File: src/rtl/tg_pkg.sv
package tg_pkg;

    typedef enum logic [2:0] {
        ST_OFF      = 3'd0,
        ST_ARMED    = 3'd1,
        ST_HIT      = 3'd2,
        ST_HIT_OSC  = 3'd3,
        ST_CLR_WAIT = 3'd4
    } tg_state_e;

    localparam logic [1:0] RGN_NONE = 2'b00;
    localparam logic [1:0] RGN_LOW  = 2'b01;
    localparam logic [1:0] RGN_HIGH = 2'b10;
    localparam logic [1:0] RGN_ALL  = 2'b11;

    localparam logic [1:0] STAT_OFF   = 2'd0;
    localparam logic [1:0] STAT_ARMED = 2'd1;
    localparam logic [1:0] STAT_HIT   = 2'd2;

    function automatic logic is_trig(input tg_state_e s);
        return (s == ST_HIT) || (s == ST_HIT_OSC) || (s == ST_CLR_WAIT);
    endfunction

endpackage

File: src/rtl/tg_pin_sync.sv
module tg_pin_sync #(
    parameter int STAGES = 2
) (
    input  logic clk,
    input  logic rst_n,
    input  logic pin_i,
    output logic rise_o
);

    logic [STAGES-1:0] chain_q;
    logic              last_q;

    always_ff @(posedge clk or negedge rst_n) begin
        if (!rst_n) begin
            chain_q <= '0;
            last_q  <= 1'b0;
        end else begin
            chain_q <= {chain_q[STAGES-2:0], pin_i};
            last_q  <= chain_q[STAGES-1];
        end
    end

    assign rise_o = chain_q[STAGES-1] & ~last_q;

endmodule

File: src/rtl/tg_event_qual.sv
module tg_event_qual #(
    parameter int NPIN   = 4,
    parameter int STAGES = 2
) (
    input  logic            clk,
    input  logic            rst_n,
    input  logic [NPIN-1:0] pins_i,
    input  logic [NPIN-1:0] pin_en_i,
    input  logic            osc_fail_i,
    input  logic            osc_en_i,
    output logic            pin_evt_o,
    output logic            osc_evt_o
);

    logic [NPIN-1:0] rise;
    logic            osc_last_q;

    for (genvar g = 0; g < NPIN; g++) begin : g_pin
        tg_pin_sync #(.STAGES(STAGES)) u_sync (
            .clk    (clk),
            .rst_n  (rst_n),
            .pin_i  (pins_i[g]),
            .rise_o (rise[g])
        );
    end

    always_ff @(posedge clk or negedge rst_n) begin
        if (!rst_n) osc_last_q <= 1'b0;
        else        osc_last_q <= osc_fail_i;
    end

    assign pin_evt_o = |(rise & pin_en_i);
    assign osc_evt_o = osc_en_i & osc_fail_i & ~osc_last_q;

endmodule

File: src/rtl/tg_cfg_regs.sv
module tg_cfg_regs #(
    parameter int NPIN = 4
) (
    input  logic            clk,
    input  logic            rst_n,
    input  logic            wr_i,
    input  logic [NPIN-1:0] pin_en_i,
    input  logic            osc_en_i,
    input  logic            wake_en_i,
    input  logic [1:0]      region_i,
    output logic [NPIN-1:0] pin_en_o,
    output logic            osc_en_o,
    output logic            wake_en_o,
    output logic [1:0]      region_o,
    output logic            any_en_o
);

    always_ff @(posedge clk or negedge rst_n) begin
        if (!rst_n) begin
            pin_en_o  <= '0;
            osc_en_o  <= 1'b0;
            wake_en_o <= 1'b0;
            region_o  <= 2'b00;
        end else if (wr_i) begin
            pin_en_o  <= pin_en_i;
            osc_en_o  <= osc_en_i;
            wake_en_o <= wake_en_i;
            region_o  <= region_i;
        end
    end

    assign any_en_o = (|pin_en_o) | osc_en_o;

endmodule

File: src/rtl/tg_status_fsm.sv
module tg_status_fsm
    import tg_pkg::*;
(
    input  logic       clk,
    input  logic       rst_n,
    input  logic       any_en_i,
    input  logic       pin_evt_i,
    input  logic       osc_evt_i,
    input  logic       clr_i,
    input  logic       switch_done_i,
    input  logic       wake_en_i,
    input  logic [1:0] region_i,
    output logic [1:0] status_o,
    output logic       nmi_o,
    output logic       wake_o,
    output logic       mclr_valid_o,
    output logic [1:0] mclr_region_o,
    output logic       defer_o
);

    tg_state_e state_q, state_d;
    logic      entering;

    // state register
    always_ff @(posedge clk or negedge rst_n) begin
        if (!rst_n) state_q <= ST_OFF;
        else        state_q <= state_d;
    end

    // next-state logic
    always_comb begin
        state_d = state_q;
        unique case (state_q)
            ST_OFF: begin
                if (any_en_i) state_d = ST_ARMED;
            end
            ST_ARMED: begin
                if (osc_evt_i)      state_d = ST_HIT_OSC;
                else if (pin_evt_i) state_d = ST_HIT;
                else if (!any_en_i) state_d = ST_OFF;
            end
            ST_HIT: begin
                if (osc_evt_i)  state_d = ST_HIT_OSC;
                else if (clr_i) state_d = ST_ARMED;
            end
            ST_HIT_OSC: begin
                if (clr_i) state_d = switch_done_i ? ST_ARMED : ST_CLR_WAIT;
            end
            ST_CLR_WAIT: begin
                if (switch_done_i) state_d = ST_ARMED;
            end
            default: state_d = ST_OFF;
        endcase
    end

    assign entering = (state_q == ST_ARMED) && is_trig(state_d);

    // registered outputs
    always_ff @(posedge clk or negedge rst_n) begin
        if (!rst_n) begin
            mclr_valid_o  <= 1'b0;
            mclr_region_o <= RGN_NONE;
            wake_o        <= 1'b0;
        end else begin
            mclr_valid_o  <= entering && (region_i != RGN_NONE);
            mclr_region_o <= entering ? region_i : RGN_NONE;
            if (entering)              wake_o <= wake_en_i;
            else if (!is_trig(state_d)) wake_o <= 1'b0;
        end
    end

    // state-decoded outputs
    always_comb begin
        unique case (state_q)
            ST_OFF:   status_o = STAT_OFF;
            ST_ARMED: status_o = STAT_ARMED;
            default:  status_o = STAT_HIT;
        endcase
    end

    assign nmi_o   = is_trig(state_q);
    assign defer_o = (state_q == ST_HIT_OSC) || (state_q == ST_CLR_WAIT);

endmodule

File: src/rtl/tamper_guard.sv
module tamper_guard #(
    parameter int NPIN        = 4,
    parameter int SYNC_STAGES = 2
) (
    input  logic            clk,
    input  logic            rst_n,
    input  logic            cfg_wr,
    input  logic [NPIN-1:0] cfg_pin_en,
    input  logic            cfg_osc_en,
    input  logic            cfg_wake_en,
    input  logic [1:0]      cfg_region,
    input  logic            clr_wr,
    input  logic [NPIN-1:0] tamper_pin,
    input  logic            osc_fail,
    input  logic            clk_switch_done,
    output logic [1:0]      status,
    output logic            nmi_req,
    output logic            wake_req,
    output logic            mem_clr_valid,
    output logic [1:0]      mem_clr_region
);

    logic [NPIN-1:0] pin_en_q;
    logic            osc_en_q;
    logic            wake_en_q;
    logic [1:0]      region_q;
    logic            any_en;
    logic            pin_evt;
    logic            osc_evt;
    logic            defer_q;

    tg_cfg_regs #(.NPIN(NPIN)) u_cfg (
        .clk       (clk),
        .rst_n     (rst_n),
        .wr_i      (cfg_wr),
        .pin_en_i  (cfg_pin_en),
        .osc_en_i  (cfg_osc_en),
        .wake_en_i (cfg_wake_en),
        .region_i  (cfg_region),
        .pin_en_o  (pin_en_q),
        .osc_en_o  (osc_en_q),
        .wake_en_o (wake_en_q),
        .region_o  (region_q),
        .any_en_o  (any_en)
    );

    tg_event_qual #(.NPIN(NPIN), .STAGES(SYNC_STAGES)) u_qual (
        .clk        (clk),
        .rst_n      (rst_n),
        .pins_i     (tamper_pin),
        .pin_en_i   (pin_en_q),
        .osc_fail_i (osc_fail),
        .osc_en_i   (osc_en_q),
        .pin_evt_o  (pin_evt),
        .osc_evt_o  (osc_evt)
    );

    tg_status_fsm u_fsm (
        .clk           (clk),
        .rst_n         (rst_n),
        .any_en_i      (any_en),
        .pin_evt_i     (pin_evt),
        .osc_evt_i     (osc_evt),
        .clr_i         (clr_wr),
        .switch_done_i (clk_switch_done),
        .wake_en_i     (wake_en_q),
        .region_i      (region_q),
        .status_o      (status),
        .nmi_o         (nmi_req),
        .wake_o        (wake_req),
        .mclr_valid_o  (mem_clr_valid),
        .mclr_region_o (mem_clr_region),
        .defer_o       (defer_q)
    );

endmodule

File: config.mk
export PLATFORM = sky130hd
export DESIGN_NAME = tamper_guard
export DESIGN_NICKNAME = d
export VERILOG_FILES = /design/src/rtl/tg_pkg.sv /design/src/rtl/tg_pin_sync.sv /design/src/rtl/tg_event_qual.sv /design/src/rtl/tg_cfg_regs.sv /design/src/rtl/tg_status_fsm.sv /design/src/rtl/tamper_guard.sv
export SDC_FILE = /design/constraint.sdc
export NUM_CORES = 1
export LEC_CHECK = 0
export ABC_AREA = 1
export BUFFER_PORTS_ARGS = -buffer_cell sky130_fd_sc_hd__buf_2
export CAP_MARGIN = 40
export CORE_MARGIN = 3
export CORE_UTILIZATION = 52
export CTS_BUF_LIST = sky130_fd_sc_hd__clkbuf_8 sky130_fd_sc_hd__clkbuf_16
export DETAILED_ROUTE_END_ITERATION = 10
export PLACE_DENSITY_LB_ADDON = 0.12
export SLEW_MARGIN = 20
export SYNTH_ARGS = -nofsm -noshare
export SYNTH_HDL_FRONTEND = slang
export SYNTH_HIERARCHICAL = 1
export SYNTH_SLANG_ARGS = --single-unit
export TNS_END_PERCENT = 30
File: constraint.sdc
create_clock -name clk -period 1.6 [get_ports clk]
set_input_delay 0.16 -clock clk [delete_from_list [all_inputs] [get_ports clk]]
set_output_delay 0.16 -clock clk [all_outputs]
set_load 0.05 [all_outputs]
==> summary.txt <==
Layout
  • Fillers: 180
  • Nets: between 150 and 200
  • Synthesis-to-finish area growth: 20.9%
  • Final antenna diode count: 0
  • Share of post-route cells with drive strength above 1: between 20 and 30%

GRT
  • All-Layer GR Usage: between 10% and 20%
  • Initial antenna violation count: 0
  • GRT overflow: 0
  • Vias in the first global route: 824
  • First-pass GRT wire length: 3220 µm
  • Largest net degree at the start of global routing: 29

Routing
  • Routed wire length: 1860 µm
  • DRC viols: 0
  • Via count: 823
  • Drt via density: 4.50
  • DR WL/cell: 10.2 µm
  • Iteration-0 DRC Markers: 12
  • Detail Route Antenna Nets: 0
  • DRT Pass-1 Iters: 4

Synth
  • Yosys warning total: 6
  • Mapped Nets: about 140
  • Avg Inst Size Synth: 9.17 µm²
  • Post-Syn Area: around 1100 µm²
  • Syn Inst Count: 125

Clock tree
  • Clk slew on worst S/H paths: 0.09 ns
  • CTS tree: done
  • Clk_lat worst skew: 0.27 ns
  • TritonCTS Sinks: 28
  • H-tree levels: 1
  • Bufs on Longest Clock Path: 2
  • CTS root buf: clkbuf_8
  • Cts bufs inserted: 3

STA
  • Final Hold Vio Count: 0
  • RSZ-0062 raised after global routing: no
  • Setup violations, final: 0
  • Slew Limit Headroom: 61.2%
  • Final max-slew violation count: 0
  • TNS Setup: 0 ns
  • Min Clock Period, post-route: 1.49 ns
  • Clk_skew: between 0.007 and 0.008 ns
  • Worst-margin pin slew: 0.582 ns
  • Maximum clock frequency: 669 MHz
  • Final Cycle Share: 93.4%

Power and ir drop
  • Pwr/cell area: ~1400 nW/µm²
  • Leakage power: between 0.0007 and 0.0008 µW
  • PnR Total Power: ~1900 µW
  • Worst vdd ir: a little over 0.0008 V

Critical path
  • Worst setup path start: u_fsm/state_q[2]
  • R2r endpoint: u_fsm/wake_o
  • Required time of the critical path: 1.44 ns
  • Crit start category: flip-flop
  • CP arrival: 1.33 ns
  • Crit Path Class: flip-flop to output pin
  • Max Fanout on Critical Path: 7
  • RR Startpoint: u_qual/g_pin[0].u_sync/chain_q[1]
  • Reg-to-reg setup timing slack: 0.34 ns
  • Critical path capture point type: output pin
  • FF-to-FF path depth: 12

Placed design
  • Routability Congestion: 0.782
  • Port Buffers: 24
  • DP HPWL: 1380 µm

Min path
  • Hold depth: 1
  • Worst Hold End: u_qual/osc_last_q
  • Hold Crit Class: input port to flip-flop
  • Hold_sp: osc_fail

Floorplan
  • FP Rows: 16
  • Ports: 25
  • Starting Density: 56.7%
  • Die footprint: 2800 µm²
  • CORE AREA: between 2000 and 2500 µm²
  • Chip width: about 53 µm
  • Die height: 52.9 µm

Run status
  • Status: complete, no violations

Run
  • Max Cap Viol: 0
report_power, final:
group | switching, µW | internal [µW]
Sequential | 70.9 | 786
Clock | 200 | 220
Combinational | 477 | 182
Total | 748 | 1190
timing repair:
item / CTS / global route
hold buffers: 5 / 0
setup buffers: 0 / 0
gates resized for setup: 0 / 1
endpoints found under the hold margin: 32 / 0
setup endpoints to repair: 0 / 2
how the worst max path moves through the flow:
stage / to / slack (ns) / cells past startpoint
6_report: status[0] / 0.11 / 4
4_1_cts: nmi_req / 0.08 / 4
3_5_place_dp: u_fsm/wake_o / 0.34 / 12
2_1_floorplan: u_fsm/wake_o / 0.45 / 12
3_3_place_gp: u_fsm/wake_o / 0.38 / 12
5_1_grt: status[1] / 0.02 / 5
layout make-up:
type                            instances  area (µm²)  area share [%]
Inverter                               26        98.8            7.14
Sequential cell                        28         701            50.6
Multi-Input combinational cell         69         327            23.6
Timing Repair Buffer                   29         170            12.3
Clock buffer                            4        55.1            3.97
Tap cell                               27        33.8            2.44
layout by cell type (no fill, tap or decap), drive strengths merged:
cell type	n
nand2	35
dfrtp	28
inv	25
buf	24
nor2	15
o21ai	10
nand3	6
dlygate4sd3	5
clkbuf	4
clkinv	1
o211ai	1
nand4	1
a21oi	1
metrics by stage:
| step | worst slack (ns) | hold slack, ns | utilization, % | std cells | instance area [µm²] |
|---|---|---|---|---|---|
| floorplan | 0.452 | -0.136 | - | 125 | 1150 |
| global placement | 0.383 | 0.197 | 63.2 | 174 | 1280 |
| detailed placement | 0.338 | 0.201 | 63.2 | 174 | 1280 |
| CTS | 0.0848 | 0.0126 | 68.4 | 183 | 1380 |
| global route | 0.0204 | 0.00445 | 68.5 | 183 | 1390 |
| finish | 0.106 | 0.0139 | 68.5 | 183 | 1390 |
registers in the layout (all words and copies together), names as in the netlist:
name	cells
u_qual/g_pin.u_sync/chain_q	8
u_cfg/pin_en_o	4
u_qual/g_pin.u_sync/last_q	4
u_fsm/state_q	3
u_cfg/region_o	2
u_fsm/mclr_region_o	2
u_cfg/osc_en_o	1
u_cfg/wake_en_o	1
u_fsm/mclr_valid_o	1
u_fsm/wake_o	1
u_qual/osc_last_q	1
layer usage:
layer  routed length, µm  global-route usage [%]  part of all wire, %  vias to the layer above
met3                 106                    3.38                  5.7                        0
li1                    -                       -                    -                      431
met1                 891                    20.7                   48                      373
met5                   0                       0                    0                        -
met4                   0                    5.11                    0                        0
met2                 865                    25.2                   46                       19
critical path, stage by stage (launching register included):
cell	delay [ns]
dfrtp_1	0.50
nor2_4	0.17
nand2_2	0.08
clkinv_2	0.06
buf_2	0.25
(Power assumes the default switching activity.)
